`config.mk`:
```
export PLATFORM = sky130hd
export DESIGN_NAME = cascade_down_timer
export DESIGN_NICKNAME = d
export VERILOG_FILES = /design/src/rtl/dct_pkg.sv /design/src/rtl/dct_tick_gen.sv /design/src/rtl/dct_ctrl_reg.sv /design/src/rtl/dct_count_core.sv /design/src/rtl/cascade_down_timer.sv
export SDC_FILE = /design/constraint.sdc
export NUM_CORES = 1
export LEC_CHECK = 0
export ABC_AREA = 1
export BUFFER_PORTS_ARGS = -buffer_cell sky130_fd_sc_hd__buf_2
export CAP_MARGIN = 10
export CORE_MARGIN = 2
export CORE_UTILIZATION = 60
export CTS_BUF_LIST = sky130_fd_sc_hd__clkbuf_8
export CTS_CLUSTER_DIAMETER = 150
export CTS_CLUSTER_SIZE = 16
export DETAILED_ROUTE_END_ITERATION = 16
export GPL_TIMING_DRIVEN = 1
export PLACE_DENSITY = 0.92
export SLEW_MARGIN = 20
export SYNTH_ARGS = -nofsm -noshare
export SYNTH_HDL_FRONTEND = slang
export SYNTH_SLANG_ARGS = --single-unit
```
`constraint.sdc`:
```
create_clock -name clk -period 3.4 [get_ports clk]
set_input_delay 0.17 -clock clk [delete_from_list [all_inputs] [get_ports clk]]
set_output_delay 0.17 -clock clk [all_outputs]
set_load 0.005 [all_outputs]
```
`src/rtl/dct_pkg.sv`:
```
package dct_pkg;
    typedef enum logic {
        SRC_HALF    = 1'b0,
        SRC_CASCADE = 1'b1
    } dct_src_e;
endpackage

```
`src/rtl/dct_tick_gen.sv`:
```
module dct_tick_gen
    import dct_pkg::*;
(
    input  logic     clk,
    input  logic     rst_n,
    input  dct_src_e src,
    input  logic     cascade_tick,
    output logic     tick
);
    typedef struct packed {
        logic half;
    } tick_st_t;

    tick_st_t st_d, st_q;

    always_comb begin
        st_d      = st_q;
        st_d.half = ~st_q.half;
        tick      = (src == SRC_CASCADE) ? cascade_tick : st_q.half;
    end

    always_ff @(posedge clk or negedge rst_n) begin
        if (!rst_n) st_q <= '0;
        else        st_q <= st_d;
    end
endmodule

```
`src/rtl/dct_ctrl_reg.sv`:
```
module dct_ctrl_reg
    import dct_pkg::*;
#(
    parameter int CNT_W = 13
) (
    input  logic                 clk,
    input  logic                 rst_n,
    input  logic                 wr_en,
    input  logic [CNT_W+2:0]     wr_data,
    output logic                 en,
    output logic                 run,
    output dct_src_e             src,
    output logic                 wr_accept,
    output logic [CNT_W-1:0]     wr_cnt,
    output logic [CNT_W-1:0]     reload
);
    localparam int EN_POS  = CNT_W + 2;
    localparam int RUN_POS = CNT_W + 1;
    localparam int SRC_POS = CNT_W;

    typedef struct packed {
        logic             en;
        logic             run;
        dct_src_e         src;
        logic [CNT_W-1:0] reload;
    } ctrl_st_t;

    ctrl_st_t st_d, st_q;

    always_comb begin
        st_d      = st_q;
        wr_accept = wr_en & st_q.en;
        wr_cnt    = wr_data[CNT_W-1:0];
        if (wr_accept) begin
            st_d.en  = wr_data[EN_POS];
            st_d.run = wr_data[RUN_POS];
            st_d.src = dct_src_e'(wr_data[SRC_POS]);
            if (wr_cnt != '0) st_d.reload = wr_cnt;
        end
    end

    always_ff @(posedge clk or negedge rst_n) begin
        if (!rst_n) begin
            st_q.en     <= 1'b1;
            st_q.run    <= 1'b0;
            st_q.src    <= SRC_HALF;
            st_q.reload <= '0;
        end else begin
            st_q <= st_d;
        end
    end

    assign en     = st_q.en;
    assign run    = st_q.run;
    assign src    = st_q.src;
    assign reload = st_q.reload;
endmodule

```
`src/rtl/dct_count_core.sv`:
```
module dct_count_core #(
    parameter int CNT_W = 13
) (
    input  logic             clk,
    input  logic             rst_n,
    input  logic             wr_accept,
    input  logic [CNT_W-1:0] wr_cnt,
    input  logic [CNT_W-1:0] reload,
    input  logic             active,
    input  logic             tick,
    output logic [CNT_W-1:0] cnt,
    output logic             irq
);
    localparam logic [CNT_W-1:0] ONE = CNT_W'(1);

    typedef struct packed {
        logic [CNT_W-1:0] cnt;
        logic             irq;
    } core_st_t;

    core_st_t st_d, st_q;

    always_comb begin
        st_d     = st_q;
        st_d.irq = 1'b0;
        if (wr_accept) begin
            st_d.cnt = wr_cnt;
        end else if (active && tick && (st_q.cnt != '0)) begin
            if (st_q.cnt == ONE) begin
                st_d.cnt = reload;
                st_d.irq = 1'b1;
            end else begin
                st_d.cnt = st_q.cnt - ONE;
            end
        end
    end

    always_ff @(posedge clk or negedge rst_n) begin
        if (!rst_n) st_q <= '0;
        else        st_q <= st_d;
    end

    assign cnt = st_q.cnt;
    assign irq = st_q.irq;
endmodule

```
`src/rtl/cascade_down_timer.sv`:
```
module cascade_down_timer
    import dct_pkg::*;
#(
    parameter int CNT_W = 13
) (
    input  logic             clk,
    input  logic             rst_n,
    input  logic             wr_en,
    input  logic [CNT_W+2:0] wr_data,
    input  logic             cascade_tick,
    output logic [CNT_W+2:0] rd_data,
    output logic             irq
);
    localparam int WORD_W = CNT_W + 3;

    logic             en, run, wr_accept, tick;
    dct_src_e         src;
    logic [CNT_W-1:0] wr_cnt, reload, cnt;

    dct_ctrl_reg #(.CNT_W(CNT_W)) u_ctrl (
        .clk(clk), .rst_n(rst_n), .wr_en(wr_en), .wr_data(wr_data),
        .en(en), .run(run), .src(src), .wr_accept(wr_accept),
        .wr_cnt(wr_cnt), .reload(reload)
    );

    dct_tick_gen u_tick (
        .clk(clk), .rst_n(rst_n), .src(src),
        .cascade_tick(cascade_tick), .tick(tick)
    );

    dct_count_core #(.CNT_W(CNT_W)) u_core (
        .clk(clk), .rst_n(rst_n), .wr_accept(wr_accept), .wr_cnt(wr_cnt),
        .reload(reload), .active(en & run), .tick(tick),
        .cnt(cnt), .irq(irq)
    );

    always_comb begin
        rd_data = '0;
        if (en) rd_data = {en, run, src, cnt};
    end

    logic unused_w;
    assign unused_w = (WORD_W == 0);
endmodule

```
Word level (Yosys, flattened, before mapping)
Cells that the tools add are included.
Storage, ports and cells
  flip-flop bits (word level): 31
  bits of input ports: 20
  output and inout port bits: 17
  logic and storage cells: 25
Cells by class
  add/subtract/negate cells: 1
  equality and inequality tests: 1
  multiplexer cells: 7
  bitwise gates (word level): 3
  reduce and logical (&&, ||, !) cells: 6
Operator list (count)
  $mux W13: 2
  $reduce_bool A13 Y1: 2
  $mux W16: 1
  $mux W14: 1
  $eq A13 B1 Y1 const B: 1
  $sub A13 B1 Y13 const B: 1
  $mux W1: 3
  $and A1 B1 Y1: 2
  $logic_and A1 B1 Y1: 2
  $reduce_and A2 Y1: 1
  $reduce_bool A2 Y1: 1
  $not A1 Y1: 1

Logic depth before layout (Yosys ltp)
Gate-level depths: netlist (run 1).
  word-level depth: 5
  depth in mapped cells: 11

Hierarchy
Synthesis (run 1) repeated with hierarchy kept, for this count alone.
Second synthesis, totals
  cells, all modules: 334
  area, all modules: 2269.7 µm²
Modules (own cells, without submodules)
  dct_count_core: instances 1, cells each 200, area each 1231.2 µm², sequential area each 350.3 µm²
  dct_ctrl_reg: instances 1, cells each 96, area each 863.3 µm², sequential area each 401.6 µm²
  cascade_down_timer: instances 1, cells each 32, area each 131.4 µm², sequential area each 0.0 µm²
  dct_tick_gen: instances 1, cells each 6, area each 43.8 µm², sequential area each 25.0 µm²

Worst setup path after synthesis (run 1)
OpenSTA, ideal clock, no wires.
  kind: reg2reg
  start point: register u_core.st_q, in the netlist u_core.cnt[1]
  end point: register u_core.st_q, in the netlist u_core.cnt[4]
  data arrival time: 1.310 ns
  required time: 3.275 ns
  slack: 1.965 ns
  cell stages (with the launch flop): 11
  buffers on the path: 1
  period minus slack after synthesis: 1.435 ns
  cells stage by stage: dfrtp_1 > inv_1 > ha_1 > nand2_2 > nor2_8 > nand2_4 > buf_6 > nand2_1 > nand2_1 > nand2_1 > nand3_1
Between the ends
  cells in the longest elaborated chain, start to end: 4
  elaborated cells between the ends (all ways): 8
Ends and longest elaborated chain
  start: declaration: line dct_count_core.sv:21  | core_st_t st_d, st_q;
  start signal: assignment: line dct_count_core.sv:40  | else st_q <= st_d;
  $sub A13 B1 Y13 or $eq A13 B1 Y1 (tied branches): line dct_count_core.sv:33, dct_count_core.sv:29
  $mux W13: line dct_count_core.sv:29  | if (st_q.cnt == ONE) begin
  $mux W14: line dct_count_core.sv:28  | end else if (active && tick && (st_q.cnt != '0)) begin
  $mux W13: line dct_count_core.sv:26  | if (wr_accept) begin
Several ways; a longest one is shown, not always the timed one. The select of a mux whose other input is x is not followed.
A chain may end at the register's enable or synchronous reset.

Worst setup path in the final report (run 1)
  start point: register u_ctrl.en (netlist name)
  end point: register u_ctrl.reload[7] (netlist name)
Between the ends
  cells in the longest elaborated chain, start to end: 2
Ends and longest elaborated chain
  $and A1 B1 Y1: line dct_ctrl_reg.sv:32  | wr_accept = wr_en & st_q.en;
  $reduce_and A2 Y1 (no line)
Every way passes these cells.

==> results of run 1 <==
layout make-up:
| type | instances | area (sq um) | share of cell area |
|---|---|---|---|
| clock buffers | 5 | 68.8 | 0.0301 |
| clock inverters | 3 | 11.3 | 0.00492 |
| inverters | 38 | 143 | 0.0623 |
| multi-input cells | 222 | 1040 | 0.455 |
| flip-flops and latches | 31 | 777 | 0.340 |
| well taps | 46 | 57.6 | 0.0252 |
| repair buffers | 37 | 190 | 0.0831 |
path summary, 6_finish.rpt:
| kind | start | slack [ns] | cells after the start | to |
|---|---|---|---|---|
| min | wr_data[14] | 0.08 | 3 | u_ctrl.run |
| max in group asynchronous | rst_n | 2.49 | 2 | u_core.cnt[5] |
| min reg2reg | u_tick.st_q | 0.42 | 1 | u_tick.st_q |
| max | u_ctrl.en | 1.44 | 5 | u_ctrl.reload[7] |
| max reg2reg | u_ctrl.en | 1.44 | 5 | u_ctrl.reload[7] |
| min in group asynchronous | rst_n | 0.47 | 2 | u_ctrl.reload[2] |
cell families after synthesis:
family | Yosys count | share of synthesized area
DFF | 31 | 0.386
xor gates and xnor gates | 2 | 0.00870
adders and majority gates | 3 | 0.0186
AOI/OAI and AO/OA | 8 | 0.0280
buffers and inverters | 46 | 0.0970
and+or+nand+nor | 209 | 0.462
critical path, stage by stage, from the launching register on:
cell and delay [ns]:
dfstp_2 0.71, nand2_2 0.27, inv_2 0.31, o21ai_1 0.36
nand2_1 0.15, nand2_1 0.06
sequential cells by signal, indices dropped and copies added (netlist names):
signal,count
u_core.cnt,13
u_core.irq,1
u_ctrl.en,1
u_ctrl.reload,13
u_ctrl.run,1
u_ctrl.src,1
u_tick.st_q,1
cells in the mapped netlist, drive strengths merged:
library cell and count:
nand2 134, inv 38, nand3 38, nor2 34, dfrtp 30, buf 7
o21ai 4, ha 3, o21bai 2, a21oi 1, clkbuf 1, dfstp 1
nand3b 1, nor3 1, o211ai 1, or2 1, xnor2 1, xor2 1
what timing repair did:
| action | in CTS | in global routing |
|---|---|---|
| setup endpoints to repair | 0 | 0 |
| endpoints found under the hold margin | 30 | 0 |
| hold buffers | 1 | 0 |
power groups by stage:
stage | combinational, W | sequential, W | clock, W
floorplan | 0.00000240 | 0.000376 | 0
global placement | 0.0000222 | 0.000376 | 0
detailed placement | 0.0000225 | 0.000376 | 0
CTS | 0.0000234 | 0.000369 | 0.000266
global route | 0.0000262 | 0.000369 | 0.000289
finish | 0.0000227 | 0.000369 | 0.000264
metrics by stage:
step	power, W	std cells
2_1_floorplan	0.000378	299
3_3_place_gp	0.000398	373
3_5_place_dp	0.000398	373
4_1_cts	0.000659	382
5_1_grt	0.000683	382
6_report	0.000656	382
metal layers:
layer  share of wire  vias up  GRT usage
met2            0.46       61      0.406
li1                -      980          -
met4           0.013        0     0.0729
met1            0.46      837      0.372
met3           0.059        7     0.0642
met5               0        -          0
==> flow_metrics.tcl, run 1 <==
set metrics [dict create \
    status "complete, no violations" \
    holdWs_ns 0.0813 \
    synth_cells 299 \
    crit_type "flop to flop" \
    cp.required_ns 3.57 \
    dieWidth_um 61.9 \
    layout_setup_ws_ns 1.44 \
    period_share 0.578 \
    fin_skew_ns 0.00318 \
    synthTopCellsByArea "dfrtp_1 (37%), nand2_1 (24%), nand3_1 (9.2%)" \
    holdCritPathClass "input port to flop" \
    tns_ns 0 \
    grt_pass1_vias 1732 \
    ys_warn_count 0 \
    finalHoldViolations 0 \
    cts_setup_buffers 0 \
    syn_to_final_growth_pct 13.7 \
    synth_area_sq_mm 0.00201 \
    dp_slack_ns 1.42 \
    grt_max_degree 32 \
    power.switching_w 0.000141 \
    final_common_cell "nand2_1" \
    drc 0 \
    gp_congestion 0.879 \
    wl_per_cell_um 11.2 \
    ir_worst_vdd_mv 0.292 \
    path_max_fanout 18 \
    cap_violations 0 \
    slew_headroom 0.462 \
    drtIter0Drc 125 \
    placed_area_sq_mm 0.00220 \
    clkPwrFrac 0.403 \
    drt-vias-per-instance 4.93 \
    p_seq_frac 0.563 \
    fillers 274 \
    path_clk_slew_ns 0.06 \
    root_buffer "clkbuf_8" \
    clockBufferDepth 2 \
    clk_latency_ns 0.28 \
    rows 21 \
    startpoint_type "flop" \
    max_freq_mhz 509 \
    synthDistinctLibCells 29 \
    final_area_sq_mm 0.00229 \
    synth_top_cell_by_area "dfrtp_1" \
    cp.arrival_ns 2.14 \
    period_needed_ns 1.96 \
    core_sq_mm 0.00328 \
    postLayoutCoreUtil 0.697 \
    synth.avg_cell_area_sq_um 6.73 \
    p_leak_nw 1.52 \
    cts_tree "built" \
    grt_pass1_wl_um 7420 \
    die_area_sq_mm 0.00383 \
    setup_violations 0 \
    ctsResizeCount 0 \
    combPwrFrac 0.035 \
    ant_nets 0 \
    endpoint_kind "flop" \
    cts_sinks 31 \
    start_util 0.613 \
    internal-power_w 0.000515 \
    diodes 0 \
    fp.dieH_um 61.9 \
    antenna_found_initial 0 \
    first_pass_iters 4 \
    sw_frac_of_total 0.215 \
    final_nets 358 \
    postRouteWirelength_um 4260 \
    worstMarginPinSlew_ns 0.802 \
    cts_htree_levels 2 \
    via_count 1885 \
    yosysTopAreaCellShare 0.373 \
    layout_common_cells "nand2_1 (127), inv_1 (39), nand3_1 (37)" \
    synth.net_count 322 \
    slew_viol_final 0 \
    cts-buffers-inserted 5 \
    power_density_mw_per_mm2 287 \
    io-pin-count 37 \
    rsz0062_at_grt "false" \
    io_buffers 36 \
    synth_seq_cells 31 \
    grt-ovfl-total 0 \
    grt_usage 0.263 \
    drive_gt1_frac 0.179 \
    dp_hpwl_um 3270 \
    yosysSeqAreaShare 0.386 \
]
Power figures use the tool's default switching activity.
==> run 2, diff against run 1 <==
Settings changed: ABC_AREA 1 to 0, CORE_UTILIZATION 60 to 57, PLACE_DENSITY 0.92 to 0.89.
Clock period 3.4 ns to 1.9 ns, I/O delays scaled along.
==> flow_metrics.tcl, run 2 <==
set metrics [dict create \
    synth.most_common_cell "dfrtp_1" \
    dp_slack_ns -0.0504 \
    ys_warn_count 0 \
    drtIter0Drc 126 \
    status "complete, but fails checks" \
    syn_to_final_growth_pct 29.5 \
    slew_headroom 0.536 \
    synth-edff-count 0 \
    cap_violations 0 \
    layout_common_cells "buf_2 (36), dfrtp_1 (30), buf_4 (29)" \
    path_max_fanout 3 \
    cts_tree "built" \
    synth.net_count 226 \
    rsz0062_at_grt "true" \
    power_density_mw_per_mm2 480 \
    p_leak_nw 1.26 \
    async_reset_ff_frac 1.00 \
    clkPwrFrac 0.403 \
    ir_worst_vdd_mv 0.530 \
    clk_latency_ns 0.28 \
    grt_max_degree 32 \
    die_area_sq_mm 0.00382 \
    period_share 1.02 \
    synth_compound_gate_area_share 0.220 \
    ys_dominant_reg_cell "dfrtp_1" \
    dp_hpwl_um 3770 \
    drc 0 \
    sw_frac_of_total 0.221 \
    slew_viol_final 0 \
    synth_top_family_by_area "simple AND/OR/NAND/NOR gates" \
    yosysSeqAreaShare 0.408 \
    synth.avg_cell_area_sq_um 9.39 \
    cp.arrival_ns 2.10 \
    holdWs_ns -0.00212 \
    layout_setup_ws_ns -0.0409 \
    postRouteWirelength_um 5310 \
    stdcell_count 314 \
    clockBufferDepth 2 \
    start_util 0.609 \
    worstMarginPinSlew_ns 0.696 \
    yosysTopAreaCellShare 0.394 \
    holdCritPathClass "input port to flop" \
    gp_congestion 0.956 \
    synth_cells 203 \
    final_nets 292 \
    grt_pass1_vias 1813 \
    combPwrFrac 0.039 \
    drive_gt1_frac 0.370 \
    io-pin-count 37 \
    final_common_cell "buf_2" \
    cts-buffers-inserted 5 \
    grt-ovfl-total 0 \
    synthTopCellsByArea "dfrtp_1 (39%), and2_1 (4.9%), a22o_1 (4.6%)" \
    place_inst 302 \
    synth_seq_cells 31 \
    path_clk_slew_ns 0.06 \
    synth_area_sq_mm 0.00191 \
    grt_usage 0.308 \
    fin_skew_ns 0.00650 \
    yosys.area_share.xor_xnor 0.00460 \
    startpoint_type "flop" \
    yosys.area_share.simple 0.262 \
    antenna_found_initial 0 \
    synth.mux.area_fraction 0.0387 \
    synth_common_cells "dfrtp_1 (30), nand2_1 (22), and2_1 (15)" \
    drt-vias-per-instance 6.04 \
    p_seq_frac 0.557 \
    grt_pass1_wl_um 8420 \
    synth_top_cell_by_area "dfrtp_1" \
    cp.required_ns 2.06 \
    ant_nets 0 \
    endpoint_kind "flop" \
    root_buffer "clkbuf_8" \
    max_freq_mhz 515 \
    diodes 0 \
    power.switching_w 0.000262 \
    finalHoldViolations 1 \
    rows 20 \
    period_needed_ns 1.94 \
    wl_per_cell_um 16.9 \
    synth_fa_ha_area_frac 0.0197 \
    via_count 1898 \
    first_pass_iters 4 \
    cts_htree_levels 2 \
    dieWidth_um 61.8 \
    violations "hold timing, setup timing" \
    setup_violations 8 \
    core_sq_mm 0.00313 \
    synthDistinctLibCells 52 \
    crit_type "flop to flop" \
    internal-power_w 0.000923 \
    io_buffers 36 \
    fp.dieH_um 61.8 \
    cts_sinks 31 \
]
-- run 2: cell types whose count changed in the layout (fill, tap and decap cells not counted), sizes merged, moves of 4 or more --
cell   before  now
nand3      38    5
nor3        1    7
buf        36   68
nor4        0    7
nor2       34   12
or2         1    5
inv        41    9
mux2i       0    4
nand2     134   22
a22oi       0    7
a21oi       1    8
o21ai       4   11
and2        0   16
a22o        0   10
-- run 2: critical path: stages (launching register included) --
cell	delay [ns]
dfrtp_1	0.39
or4_4	0.54
or3_4	0.38
o21ai_4	0.16
a211oi_1	0.06
a221o_2	0.29
-- run 2: power by group through the flow --
stage,Combinational [W],Clock (W),Sequential [W]
global placement,0.0000441,0,0.000672
finish,0.0000467,0.000478,0.000660
global route,0.0000527,0.000514,0.000660
CTS,0.0000472,0.000487,0.000660
floorplan,0.00000276,0,0.000672
detailed placement,0.0000455,0,0.000672
-- run 2: path summary, 6_finish.rpt --
path,start,end,slack (ns),depth (start not counted)
setup reg to reg,u_core.cnt[10],u_core.cnt[0],-0.04,5
hold / removal,wr_en,u_ctrl.en,-0.002,2
setup / recovery,u_core.cnt[10],u_core.cnt[0],-0.04,5
max in group asynchronous,rst_n,u_ctrl.reload[11],1.04,2
hold reg to reg,u_tick.st_q,u_tick.st_q,0.43,1
min in group asynchronous,rst_n,u_ctrl.src,0.40,2
-- run 2: layer usage --
layer	GRT usage	wire, um	vias up
met2	0.502	2590	93
met1	0.390	2190	906
met5	0	0	-
li1	-	-	884
met3	0.0766	396	15
met4	0.134	131	0
-- run 2: stage by stage --
step / power, W / area (sq um) / utilization / setup TNS [ns]
final: 0.00119 / 2470 / 0.789 / -0.220
after global routing: 0.00123 / 2470 / 0.789 / -0.861
after CTS: 0.00119 / 2450 / 0.784 / -0.137
after detailed placement: 0.000718 / 2330 / 0.744 / -0.224
after global placement: 0.000716 / 2330 / 0.744 / -0.0455
after floorplan: 0.000675 / 1910 / - / -0.298
-- run 2: repair_timing --
| item | in CTS | in global routing |
|---|---|---|
| setup endpoints to repair | 11 | 13 |
| pin swaps | 5 | 1 |
| buffers inserted | 2 | 1 |
| hold endpoints to repair | 30 | 0 |
| resized for setup | 6 | 5 |
| hold buffers | 1 | 0 |
-- run 2: logic make-up after synthesis --
logic type                 after synthesis
and+or+nand+nor                         88
AOI/OAI and AO/OA                       56
xor gates and xnor gates                 1
muxes                                    7
adders and majority gates                3
buffers and inverters                   17
DFF                                     31
-- run 2: final cells by class --
cell class | count | area (sq um)
Fill cell | 231 | 659
Clock inverter | 3 | 12.5
Sequential cell | 31 | 777
Multi-Input combinational cell | 155 | 1070
Timing Repair Buffer | 69 | 459
Tap cell | 44 | 55.1
Clock buffer | 5 | 68.8
Inverter | 7 | 26.3
==> run 3, diff against run 2 <==
Settings changed: CORE_UTILIZATION 57 to 58, SKIP_CTS_REPAIR_TIMING set to 1, SYNTH_HIERARCHICAL set to 1.
==> flow_metrics.tcl, run 3 <==
set metrics [dict create \
    io-pin-count 37 \
    ys_dominant_reg_cell "dfrtp_1" \
    postRouteWirelength_um 5360 \
    clockBufferDepth 2 \
    cp.arrival_ns 2.18 \
    period_share 1.06 \
    synthTopCellsByArea "dfrtp_1 (36%), buf_4 (5.1%), a22o_1 (4.2%)" \
    cts_htree_levels 2 \
    cap_violations 0 \
    tns_ns -0.314 \
    p_leak_nw 1.24 \
    status "complete, but fails checks" \
    final_nets 277 \
    stdcell_count 300 \
    synth_top_cell_by_area "dfrtp_1" \
    regArea_sq_um 779 \
    drtIter0Drc 201 \
    synth_seq_cells 31 \
    rows 21 \
    multi_input_area_sq_mm 0.00114 \
    io_buffers 36 \
    grt_pass1_vias 1655 \
    startpoint_type "flop" \
    cp.required_ns 2.06 \
    postLayoutCoreUtil 0.713 \
    crit_type "flop to flop" \
    layout_setup_ws_ns -0.122 \
    clk_latency_ns 0.27 \
    finalHoldViolations 1 \
    power_density_mw_per_mm2 503 \
    path_clk_slew_ns 0.06 \
    dp_hpwl_um 3670 \
    drive_gt1_frac 0.398 \
    start_util 0.609 \
    diodes 0 \
    synth_area_sq_mm 0.00206 \
    fillers 257 \
    cts-buffers-inserted 5 \
    synth_common_cells "dfrtp_1 (30), nand2_1 (21), buf_4 (14)" \
    cts_sinks 31 \
    dieWidth_um 63.6 \
    slew_headroom 0.541 \
    cts_tree "built" \
    ir_worst_vdd_mv 0.492 \
    synth_cells 214 \
    layout_common_cells "buf_2 (36), dfrtp_1 (28), nand2_1 (20)" \
    endpoint_kind "flop" \
    drt-vias-per-instance 6.31 \
    core_sq_mm 0.00339 \
    fp.dieH_um 63.6 \
    via_count 1893 \
    setup_violations 5 \
    synth.net_count 237 \
    grt-ovfl-total 0 \
    path_max_fanout 6 \
    yosysSeqAreaShare 0.377 \
    wl_per_cell_um 17.9 \
    place_inst 290 \
    grt_pass1_wl_um 8110 \
    root_buffer "clkbuf_8" \
    final_common_cell "buf_2" \
    async_reset_ff_frac 1.00 \
    synthDistinctLibCells 59 \
    slew_viol_final 0 \
    fin_skew_ns 0.00237 \
    holdWs_ns -0.0161 \
    worstMarginPinSlew_ns 0.688 \
    antenna_found_initial 0 \
    hold_depth 2 \
    grt_max_degree 32 \
    period_needed_ns 2.02 \
    drc 0 \
    gp_congestion 0.995 \
    syn_to_final_growth_pct 17.2 \
    synth-edff-count 0 \
    reg2reg_depth 5 \
    holdCritPathClass "input port to flop" \
    synth.most_common_cell "dfrtp_1" \
    die_area_sq_mm 0.00405 \
    yosysTopAreaCellShare 0.364 \
    grt_usage 0.261 \
    max_freq_mhz 494 \
    rsz0062_at_grt "true" \
    first_pass_iters 5 \
    ys_warn_count 6 \
    violations "hold timing, setup timing" \
    synth.avg_cell_area_sq_um 9.64 \
    ant_nets 0 \
]
==> run 3: path summary, 6_finish.rpt <==
path / start / endpoint / slack, ns
min in group asynchronous: rst_n / u_tick/st_q / 0.39
worst min-delay path: wr_en / u_ctrl/en / -0.02
worst min register to register: u_tick/st_q / u_tick/st_q / 0.43
max in group asynchronous: rst_n / u_core/cnt[10] / 1.03
worst max register to register: u_core/cnt[6] / u_core/cnt[12] / -0.12
worst max-delay path: u_core/cnt[6] / u_core/cnt[12] / -0.12
==> run 3: cell families after synthesis <==
| kind of cell | after synthesis | share of synthesized area |
|---|---|---|
| adders and majority gates | 3 | 0.0182 |
| xor gates and xnor gates | 4 | 0.0170 |
| AOI/OAI and AO/OA | 59 | 0.204 |
| DFF | 31 | 0.377 |
| buffers and inverters | 29 | 0.0982 |
| muxes | 11 | 0.0619 |
| and+or+nand+nor | 77 | 0.224 |
==> run 3: cell type report <==
class	count	share of cell area
Timing Repair Buffer	56	0.138
Multi-Input combinational cell	154	0.470
Sequential cell	31	0.322
Clock buffer	6	0.0342
Clock inverter	1	0.00207
Inverter	6	0.00932
Tap cell	46	0.0238
==> run 3: worst max-delay path, cell delays in order (launching register included) <==
cell and delay, ns:
dfrtp_1 0.43, nor3_2 0.43, nand3_1 0.31, o21ai_0 0.35
o21ai_2 0.11, mux2_2 0.27
==> run 3: report_power, final <==
part | internal (W) | switching, W | leakage, nW
Clock | 0.000283 | 0.000226 | 0.0470
Combinational | 0.0000180 | 0.0000295 | 0.780
Sequential | 0.000660 | 0 | 0.416
==> run 3: metrics by stage <==
stage,cell area (sq um),hold slack [ns],total power [W],setup slack (ns)
4_1_cts,2340,-0.133,0.00123,-0.104
3_5_place_dp,2250,0.167,0.000719,0.00175
2_1_floorplan,2060,-0.201,0.000695,0.0650
6_report,2420,-0.0161,0.00122,-0.122
3_3_place_gp,2250,0.162,0.000717,0.0540
5_1_grt,2420,0.0100,0.00127,-0.176
==> run 3: layer usage <==
layer,share of wire,track usage,vias up
met5,0,0,-
met4,0.037,0.111,0
met3,0.10,0.0500,29
met2,0.46,0.372,133
met1,0.40,0.387,883
li1,-,-,848
